<file path="config.mk">
export PLATFORM = sky130hd
export DESIGN_NAME = draw_pred_unit
export DESIGN_NICKNAME = d
export VERILOG_FILES = /design/src/rtl/draw_pred_unit.sv
export SDC_FILE = /design/constraint.sdc
export NUM_CORES = 1
export LEC_CHECK = 0
export ABC_AREA = 1
export BUFFER_PORTS_ARGS = -buffer_cell sky130_fd_sc_hd__buf_4
export CORE_MARGIN = 1
export CORE_UTILIZATION = 28
export DETAILED_ROUTE_END_ITERATION = 8
export PLACE_DENSITY = 0.62
export SLEW_MARGIN = 10
export SYNTH_ARGS = -nofsm -noshare
export SYNTH_HDL_FRONTEND = slang
export SYNTH_SLANG_ARGS = --single-unit
</file>
<file path="constraint.sdc">
create_clock -name clk -period 1.6 [get_ports clk]
set_input_delay 0.16 -clock clk [delete_from_list [all_inputs] [get_ports clk]]
set_output_delay 0.16 -clock clk [all_outputs]
set_load 0.02 [all_outputs]
</file>
<file path="src/rtl/draw_pred_unit.sv">
module draw_pred_unit #(
  parameter int CW      = 32,
  parameter int SRC_MEM = 5
) (
  input  logic          clk,
  input  logic          rst_n,
  input  logic          cmd_valid,
  input  logic [1:0]    cmd_kind,
  input  logic [CW-1:0] cmd_word,
  input  logic [31:0]   cmd_arg_lo,
  input  logic [31:0]   cmd_arg_hi,
  output logic          ready,
  output logic          rd_req,
  output logic [63:0]   rd_addr,
  input  logic          rd_resp_valid,
  input  logic [63:0]   rd_resp_data,
  input  logic          draw_valid,
  output logic          dec_valid,
  output logic          dec_skip
);
  localparam logic [1:0] K_GLOBAL = 2'd0;
  localparam logic [1:0] K_LOCAL  = 2'd1;
  localparam logic [1:0] K_PRED   = 2'd2;

  logic glob_en, loc_en, pred_set, pred_pass, busy, pol_q;
  logic [63:0] addr_q;

  wire       cmd_go    = cmd_valid && ready;
  wire [3:0] src       = cmd_word[7:4];
  wire       pol       = cmd_word[8];
  wire       resp_pass = pol_q ? (rd_resp_data == 64'd0) : (rd_resp_data != 64'd0);
  wire       applies   = glob_en && loc_en && pred_set;

  assign ready   = !busy;
  assign rd_req  = busy;
  assign rd_addr = addr_q;

  always_ff @(posedge clk) begin
    if (!rst_n) begin
      glob_en   <= 1'b0;
      loc_en    <= 1'b0;
      pred_set  <= 1'b0;
      pred_pass <= 1'b0;
      busy      <= 1'b0;
      pol_q     <= 1'b0;
      addr_q    <= '0;
      dec_valid <= 1'b0;
      dec_skip  <= 1'b0;
    end else begin
      dec_valid <= draw_valid && ready;
      dec_skip  <= draw_valid && ready && applies && !pred_pass;
      if (busy && rd_resp_valid) begin
        pred_set  <= 1'b1;
        pred_pass <= resp_pass;
        busy      <= 1'b0;
      end
      if (cmd_go) begin
        case (cmd_kind)
          K_GLOBAL: begin
            glob_en <= cmd_word[0];
            if (cmd_word[0]) begin
              loc_en    <= 1'b1;
              pred_pass <= 1'b1;
            end
          end
          K_LOCAL: loc_en <= cmd_word[0];
          K_PRED: begin
            if (src == 4'(SRC_MEM)) begin
              busy   <= 1'b1;
              pol_q  <= pol;
              addr_q <= {cmd_arg_hi, cmd_arg_lo};
            end else begin
              pred_set  <= 1'b1;
              pred_pass <= 1'b1;
            end
          end
          default: ;
        endcase
      end
    end
  end
endmodule

</file>
==> flow_summary_export.csv, run 1 <==
group,metric,value,unit
place,pre_cts_slack,0.150,ns
place,dp_cells,716,
place,placed_area,4490,sq um
place,place_congestion,0.767,
drt,drcViolationCount,0,
pwr,powerDensity,807,nW/um^2
logic_synthesis,synth-edff-count,0,
pwr,irDropWorstVdd,0.397,mV
worst_setup_path,cp.required,1.87,ns
worst_setup_path,critPathMaxStageDelay,0.33,ns
timing,max_slew_margin,83.5,%
die,die_area,10600,sq um
worst_setup_path,worstPathMaxFanout,23,
drt,routed_via_density,4.31,
worst_setup_path,cp_slowest_cell,"dfxtp_1",
layout,fill_cells,968,
timing,tns,0,ns
drt,drt-pass1-iter-count,4,
layout,area_delta_synth_final,65.7,%
grt,antenna_found_initial,0,
worst_setup_path,cp-end-kind,"flip-flop",
logic_synthesis,synthTopCellsByArea,"dfxtp_1 (51%), nor2_1 (24%), o21ai_0 (8.1%), buf_6 (4.4%), nand2_1 (3.6%)",
layout,regArea,1440,sq um
layout,antennaDiodeCount,0,
clocking,clockBufferDepth,2,
worst_setup_path,crit_top_cell,"nand2_2",
status,status,"completed",
drt,vias,3157,
logic_synthesis,synth-simple-area-share,29.9,%
logic_synthesis,yosys.area.top_type,"dfxtp_1",
clocking,clk_pin_slew,0.08,ns
logic_synthesis,ys.flop_type,"dfxtp_1",
worst_setup_path,start_kind,"flip-flop",
clocking,cts_buffers,9,
die,initial_utilization,28.9,%
pwr,pwr-share-comb,10.6,%
logic_synthesis,synth_top_family_by_area,"simple AND/OR/NAND/NOR gates",
worst_setup_path,crit_family,"simple AND/OR/NAND/NOR gates",
drt,drt_iter0_markers,120,
drt,ant_nets,0,
logic_synthesis,ys_seq_elements,72,
layout,instances_no_fill,732,
die,die_w,103,um
place,io_buffers,208,
logic_synthesis,synthXorXnorAreaFrac,0,%
grt,track_usage,16.0,%
clocking,clkLatencyLatePin,0.34,ns
pwr,p_int,2990,uW
logic_synthesis,synth_cell_types,20,
die,std_cell_rows,36,
logic_synthesis,synth_nets,557,
timing,setup_slack,0.168,ns
logic_synthesis,synth_compound_area_share,12.3,%
timing,finalCritPeriodShare,89.5,%
logic_synthesis,netlist.area_leader.share,50.7,%
logic_synthesis,synth-async-reset-ratio,0,%
layout,design_area,4710,sq um
timing,hold_slack,0.0406,ns
min_path,worstHoldPathType,"primary input to flip-flop",
logic_synthesis,syn_area,2840,sq um
worst_setup_path,crit_chain,"inv_2, nand2_2, nor2_2, nand2_2, nor2_4, buf_4, o21ai_0, nor2_1",
grt,grt_pass1_wl,13.0,mm
worst_setup_path,critPathBufInv,2,
worst_setup_path,worstPathArrival,1.70,ns
grt,grt_max_degree,47,
pwr,seqPwrFrac,47.8,%
timing,setup_viol,0,
die,core,9820,sq um
timing,clock.fmax,0.698,GHz
worst_setup_path,crit_type,"flip-flop to flip-flop",
logic_synthesis,synthCells,390,
timing,maxSlewViolCount,0,
timing,fin_skew,0.00733,ns
logic_synthesis,muxShareOfSynthArea,0,%
logic_synthesis,synth_fa_ha_area_share,0,%
clocking,cts_root_buf,"clkbuf_8",
place,post-dp-hpwl,6.60,mm
pwr,switchingPower,811,uW
flow_run,cap_viol_max_count,0,
die,die_h,103,um
pwr,p_sw_share,21.4,%
timing,rsz0062_at_grt,"no",
die,io_pins,235,
grt,grt.overflow.total,0,
logic_synthesis,ys_warn_count,0,
layout,multi_input_area,1200,sq um
pwr,p_clk_share,41.6,%
clocking,clock-sinks,72,
pwr,p_leak,0.00239,uW
clocking,tritoncts,"done",
drt,wl_per_cell,12.2,um
timing,tightest_slew,0.244,ns
layout,drive_above_1_share,39.4,%
timing,fin_crit,1.43,ns
drt,finalWirelength,8.90,mm
logic_synthesis,ys_seq_area_share,50.7,%
clocking,cts_max_level,3,
timing,hold_violations,0,
logic_synthesis,syn_avg_cell_area,7.29,sq um
layout,nets,761,
grt,grt_pass1_vias,2868,
==> logic make-up (layout without fill, tap and decap cells) <==
| logic type | after synthesis | count (layout) |
|---|---|---|
| AND/OR/NAND/NOR | 218 | 218 |
| AO/OA/AOI/OAI | 69 | 69 |
| flip-flops | 72 | 72 |
| buffers and inverters | 31 | 240 |
==> tightest hold or removal path: stages <==
cell    delay [ns]
buf_4         0.08
nor2_1        0.03
nor2_1        0.08
==> metrics by stage <==
| step | utilization, % | total power (uW) |
|---|---|---|
| finish | 48.0 | 3800 |
| global route | 48.0 | 3980 |
| CTS | 48.0 | 3870 |
| detailed placement | 45.7 | 2260 |
| global placement | 45.7 | 2260 |
| floorplan | - | 1960 |
==> cells in the mapped netlist (2+ instances only) <==
cell type,n
nor2_1,178
dfxtp_1,72
o21ai_0,46
nand2_1,27
o21ai_1,19
buf_6,11
clkbuf_1,9
inv_1,8
nand3_1,6
a21oi_1,2
inv_2,2
nand2_2,2
==> final cells by class <==
| class | count | area share (%) |
|---|---|---|
| Sequential cell | 72 | 30.6 |
| Multi-Input combinational cell | 287 | 25.5 |
| Tap cell | 133 | 3.53 |
| Clock inverter | 6 | 1.75 |
| Inverter | 10 | 0.797 |
| Clock buffer | 10 | 2.92 |
| Timing Repair Buffer | 214 | 34.9 |
==> per-layer routing <==
metal | track usage [%] | up-vias | wire [um]
met1 | 17.1 | 1380 | 3500
met4 | 4.77 | 0 | 86
met2 | 29.6 | 133 | 4490
li1 | - | 1634 | -
met3 | 5.69 | 10 | 827
met5 | 0 | - | 0
==> flip-flops by register name, summed over array words and instances, names as in the netlist <==
signal     count
glob_en        1
rd_req         1
dec_skip       1
pred_set       1
rd_addr       64
pol_q          1
loc_en         1
dec_valid      1
pred_pass      1
==> placed cells by master (no fill, tap or decap), drive strengths merged <==
cell	instances
dfxtp	72
nor4b	1
nor3	1
inv	10
bufinv	2
buf	214
a21boi	1
clkinv	3
nand2	29
o21ai	65
nor2	180
nand3	6
clkinvlp	1
o21a	1
a21oi	2
and3	1
clkbuf	10
==> power groups by stage <==
stage	clock network, uW	registers, uW	logic (uW)
3_5_place_dp	0	1860	405
4_1_cts	1640	1820	407
6_report	1580	1820	402
3_3_place_gp	0	1860	400
5_1_grt	1720	1820	441
2_1_floorplan	0	1870	81.6
==> final timing paths <==
check,startpoint,endpoint,slack (ns),cells past startpoint
worst max-delay path,rd_req,rd_addr[17],0.17,8
worst min-delay path,cmd_arg_lo[7],rd_addr[7],0.04,3
worst max register to register,rd_req,rd_addr[17],0.17,8
worst min register to register,pred_pass,dec_skip,0.43,1
==> what timing repair did <==
action / 4_1_cts / 5_1_grt
endpoints found under the setup margin: 0 / 1
resized for setup: 0 / 1
setup buffers: 0 / 0
hold buffers: 0 / 0
(Power assumes the default switching activity.)
==> run 2, diff against run 1 <==
CAP_MARGIN = 20   (was not set)
PLACE_DENSITY = 0.67   (was 0.62)
==> run 2 against run 1 <==
  * Sequential share of layout area up 0.090 points
  * Core utilization down 0.14 points
  * Critical path depth up 1
  * Sequential power about the same
  * First-iteration DRC count down 2.5%
  * Hold slack worse by 0.0031 ns
  * Wire length down 1.4%
  * Final cell count down 0.27%
  * Register-to-register slack about the same
  * Largest power group unchanged
  * Highest routed layer unchanged
==> flow_summary_export.csv, run 2 (synthesis results as in run 1) <==
group,metric,value,unit
clocking,clk_pin_slew,0.08,ns
clocking,cts_root_buf,"clkbuf_8",
pwr,switchingPower,817,uW
worst_setup_path,crit_type,"flip-flop to flip-flop",
clocking,tritoncts,"done",
flow_run,cap_viol_max_count,0,
layout,regArea,1440,sq um
grt,grt_pass1_wl,13.0,mm
worst_setup_path,reg2regPathDepth,9,
layout,area_delta_synth_final,65.3,%
drt,routed_via_density,4.30,
layout,nets,759,
layout,multi_input_area,1200,sq um
timing,maxSlewViolCount,0,
pwr,p_sw_share,21.5,%
clocking,cts_max_level,3,
clocking,clkLatencyLatePin,0.34,ns
drt,drt_iter0_markers,117,
grt,track_usage,16.0,%
grt,antenna_found_initial,0,
die,initial_utilization,28.9,%
place,place_congestion,0.714,
timing,tns,0,ns
timing,fin_crit,1.43,ns
status,status,"completed",
layout,final_common_cell,"buf_4",
die,die_area,10600,sq um
min_path,worstHoldPathType,"primary input to flip-flop",
layout,antennaDiodeCount,0,
clocking,clock-sinks,72,
layout,layout_common_cells,"buf_4 (209), nor2_1 (178), dfxtp_1 (72), o21ai_0 (46), nand2_1 (27)",
worst_setup_path,cp-end-kind,"flip-flop",
worst_setup_path,cp.required,1.83,ns
drt,finalWirelength,8.77,mm
timing,tightest_slew,0.306,ns
clocking,cts_buffers,9,
grt,grt_max_degree,66,
pwr,powerDensity,811,nW/um^2
timing,finalCritPeriodShare,89.1,%
clocking,post_cts_buffers,0,
timing,hold_violations,0,
place,post-dp-hpwl,6.39,mm
worst_setup_path,worstPathArrival,1.66,ns
drt,wl_per_cell,12.0,um
die,io_pins,235,
clocking,cts_resized,0,
die,die_w,103,um
die,core,9820,sq um
pwr,pwr-share-comb,10.5,%
timing,fin_skew,0.0105,ns
worst_setup_path,start_kind,"flip-flop",
timing,rsz0062_at_grt,"no",
drt,drt-pass1-iter-count,4,
die,std_cell_rows,36,
clocking,clockBufferDepth,2,
pwr,p_clk_share,41.8,%
timing,hold_slack,0.0375,ns
place,io_buffers,208,
min_path,whs_path_depth,3,
drt,ant_nets,0,
worst_setup_path,worstPathMaxFanout,19,
timing,max_slew_margin,79.6,%
die,die_h,103,um
layout,fill_cells,986,
layout,largest_reg_flops,64,
drt,drcViolationCount,0,
drt,vias,3142,
pwr,p_leak,0.00238,uW
grt,grt_pass1_vias,2991,
clocking,cts_hold_buffers,0,
place,dp_cells,714,
pwr,p_int,2990,uW
timing,setup_viol,0,
pwr,seqPwrFrac,47.7,%
grt,grt.overflow.total,0,
pwr,irDropWorstVdd,0.459,mV
layout,instances_no_fill,730,
layout,drive_above_1_share,39.0,%
timing,clock.fmax,0.701,GHz
[run 2: cell count changes in the layout (fill, tap and decap cells not counted), sizes merged]
cell / delta
buf: -2
clkinv: -2
clkbuf: +1
clkinvlp: +1
[run 2: final cells by class]
type	count	share of cell area [%]
Clock buffer	11	3.01
Clock inverter	5	1.71
Inverter	10	0.799
Multi-Input combinational cell	287	25.6
Sequential cell	72	30.7
Tap cell	133	3.54
Timing Repair Buffer	212	34.7
[run 2: through the flow]
stage	power (uW)	util [%]	area (sq um)	worst slack [ns]
global placement	2260	45.6	4470	0.210
floorplan	1960	-	2840	0.159
detailed placement	2260	45.6	4470	0.173
finish	3810	47.8	4700	0.174
CTS	3870	47.8	4700	0.166
global route	4000	47.8	4700	0.0102
[run 2: power by group through the flow]
stage	Combinational [uW]	Sequential (uW)	Clock [uW]
6_report	400	1820	1590
3_5_place_dp	403	1860	0
2_1_floorplan	81.6	1870	0
4_1_cts	404	1820	1640
3_3_place_gp	397	1860	0
5_1_grt	439	1820	1740
[run 2: final timing paths]
check,from,end,slack [ns]
hold / removal,cmd_arg_lo[0],rd_addr[0],0.04
setup reg to reg,rd_req,rd_addr[18],0.17
setup / recovery,rd_req,rd_addr[18],0.17
hold reg to reg,pred_pass,dec_skip,0.44
[run 2: worst max-delay path, cell delays in order, from the launching register on]
cell	delay, ns
dfxtp_1	0.33
inv_2	0.09
nand2_2	0.06
nor2_2	0.11
nand2_2	0.08
nor2_4	0.15
inv_2	0.11
buf_4	0.22
nor2_1	0.11
nor2_1	0.06
[run 2: routing by layer]
| metal | track usage [%] | vias to the layer above | part of all wire (%) |
|---|---|---|---|
| li1 | - | 1628 | - |
| met1 | 16.9 | 1369 | 39 |
| met2 | 29.8 | 130 | 50 |
| met3 | 4.41 | 15 | 8.8 |
| met4 | 6.28 | 0 | 2.0 |
| met5 | 0 | - | 0 |
==> run 3, diff against run 2 <==
RECOVER_POWER = 100   (was not set)
SKIP_CTS_REPAIR_TIMING = 1   (was not set)
==> run 3 against run 2 <==
  * Non-clock buffer count stayed put
  * Register-to-register slack worse by 0.02 ns
  * Sequential share of layout area is 1.8 points higher
  * Critical path depth stayed put
  * Clock power hardly changed
  * Global-route usage stayed put
  * Hold slack better by 0.0013 ns
  * Largest cell class is now flip-flops and latches
  * Largest power group unchanged
  * Highest routed layer unchanged
==> flow_summary_export.csv, run 3 (synthesis results as in run 1) <==
group,metric,value,unit
clocking,clockBufferDepth,2,
worst_setup_path,reg2regPathDepth,9,
worst_setup_path,crit_chain,"inv_2, nand2_2, nor2_2, nand2_2, nor2_4, inv_2, clkbuf_4, nor2_1, nor2_1",
timing,maxSlewViolCount,0,
place,io_buffers,208,
min_path,worstHoldPathType,"primary input to flip-flop",
grt,track_usage,16.0,%
timing,tightest_slew,0.317,ns
layout,multi_input_area,1200,sq um
drt,wl_per_cell,12.0,um
clocking,clk_pin_slew,0.08,ns
worst_setup_path,crit_cells,9,
worst_setup_path,crit_type,"flip-flop to flip-flop",
clocking,cts_root_buf,"clkbuf_8",
min_path,hold_start,"cmd_arg_lo[0]",
drt,vias,3156,
drt,wl_met1,3.44,mm
grt,antenna_found_initial,0,
min_path,whs_path_depth,3,
layout,antennaDiodeCount,0,
layout,fill_cells,1052,
die,std_cell_rows,36,
timing,hold_slack,0.0388,ns
layout,final_common_cell,"nor2_1",
worst_setup_path,rr_endpoint,"rd_addr[18]",
clocking,cts_max_level,3,
worst_setup_path,cp-end-kind,"flip-flop",
worst_setup_path,r2r-start,"rd_req",
layout,nets,759,
drt,drt_iter0_markers,115,
pwr,finalPower,3800,uW
die,initial_utilization,28.9,%
timing,setup_viol,0,
grt,grt.overflow.total,0,
clocking,cts_buffers,9,
grt,grt_pass1_vias,2991,
die,die_h,103,um
timing,hold_violations,0,
clocking,clkLatencyLatePin,0.34,ns
grt,grt_max_degree,66,
die,die_w,103,um
timing,fin_crit,1.45,ns
place,place_congestion,0.714,
pwr,powerDensity,856,nW/um^2
layout,regArea,1440,sq um
worst_setup_path,critPathMaxStageDelay,0.33,ns
drt,ant_nets,0,
worst_setup_path,rrSetupSlack,0.15,ns
worst_setup_path,worstPathArrival,1.68,ns
die,io_pins,235,
timing,finalCritPeriodShare,90.6,%
drt,drcViolationCount,0,
status,status,"completed",
pwr,p_leak,0.00208,uW
drt,routed_via_density,4.32,
layout,area_delta_synth_final,56.0,%
pwr,irDropWorstVdd,0.460,mV
die,die_area,10600,sq um
worst_setup_path,cp_slowest_cell,"dfxtp_1",
layout,largest_reg_flops,64,
worst_setup_path,worstPathMaxFanout,19,
timing,clock.fmax,0.690,GHz
drt,dr.max_layer_used,"met4",
drt,drt-pass1-iter-count,4,
clocking,tritoncts,"done",
worst_setup_path,start_kind,"flip-flop",
drt,wl_met3,735,um
worst_setup_path,cp.required,1.83,ns
worst_setup_path,critPathBufInv,3,
min_path,hold_end,"rd_addr[0]",
timing,rsz0062_at_grt,"no",
timing,fin_skew,0.0108,ns
drt,met2WireLength,4.42,mm
layout,layout_common_cells,"nor2_1 (178), buf_4 (140), dfxtp_1 (72), clkbuf_1 (69), o21ai_0 (46)",
place,post-dp-hpwl,6.39,mm
layout,drive_above_1_share,27.6,%
grt,grt_pass1_wl,13.0,mm
worst_setup_path,crit_family,"simple AND/OR/NAND/NOR gates",
timing,tns,0,ns
clocking,clock-sinks,72,
timing,max_slew_margin,79.0,%
die,core,9820,sq um
drt,finalWirelength,8.75,mm
flow_run,cap_viol_max_count,0,
[run 3: cell count changes in the layout (fill, tap and decap cells not counted)]
| cell | delta |
|---|---|
| buf_6 | +1 |
| clkbuf_4 | +1 |
| buf_12 | -1 |
| buf_4 | -69 |
| clkbuf_1 | +68 |
[run 3: cell type report]
| class | count | share of cell area, % |
|---|---|---|
| Clock buffer | 11 | 3.19 |
| Clock inverter | 5 | 1.81 |
| Inverter | 10 | 0.847 |
| Multi-Input combinational cell | 287 | 27.1 |
| Sequential cell | 72 | 32.5 |
| Tap cell | 133 | 3.75 |
| Timing Repair Buffer | 212 | 30.8 |
[run 3: per-layer routing]
| layer | GRT usage [%] | vias to the layer above |
|---|---|---|
| met1 | 16.9 | 1378 |
| met4 | 6.28 | 0 |
| li1 | - | 1628 |
| met5 | 0 | - |
| met3 | 4.41 | 15 |
| met2 | 29.8 | 135 |
[run 3: worst max-delay path by stage]
stage / to / start
after floorplan: rd_addr[19] / rd_req
after global placement: rd_addr[25] / rd_req
after detailed placement: rd_addr[39] / rd_req
after CTS: rd_addr[25] / rd_req
after global routing: rd_addr[18] / rd_req
final: rd_addr[18] / rd_req
[run 3: worst reg2reg max path, stage by stage, from the launching register on]
cell	delay, ns
dfxtp_1	0.33
inv_2	0.09
nand2_2	0.06
nor2_2	0.11
nand2_2	0.08
nor2_4	0.15
inv_2	0.10
clkbuf_4	0.24
nor2_1	0.13
nor2_1	0.06
[run 3: report_power, final]
part	switching, uW	internal, uW	total (uW)
Combinational	135	254	389
Sequential	8.52	1810	1820
Clock	670	919	1590
[run 3: metrics by stage]
step / worst slack (ns) / utilization (%) / cell area [sq um] / instances
after floorplan: 0.159 / - / 2840 / 390
after global placement: 0.210 / 45.6 / 4470 / 714
after detailed placement: 0.173 / 45.6 / 4470 / 714
after CTS: 0.166 / 47.8 / 4700 / 730
after global routing: 0.0184 / 45.1 / 4430 / 730
final: 0.150 / 45.1 / 4430 / 730
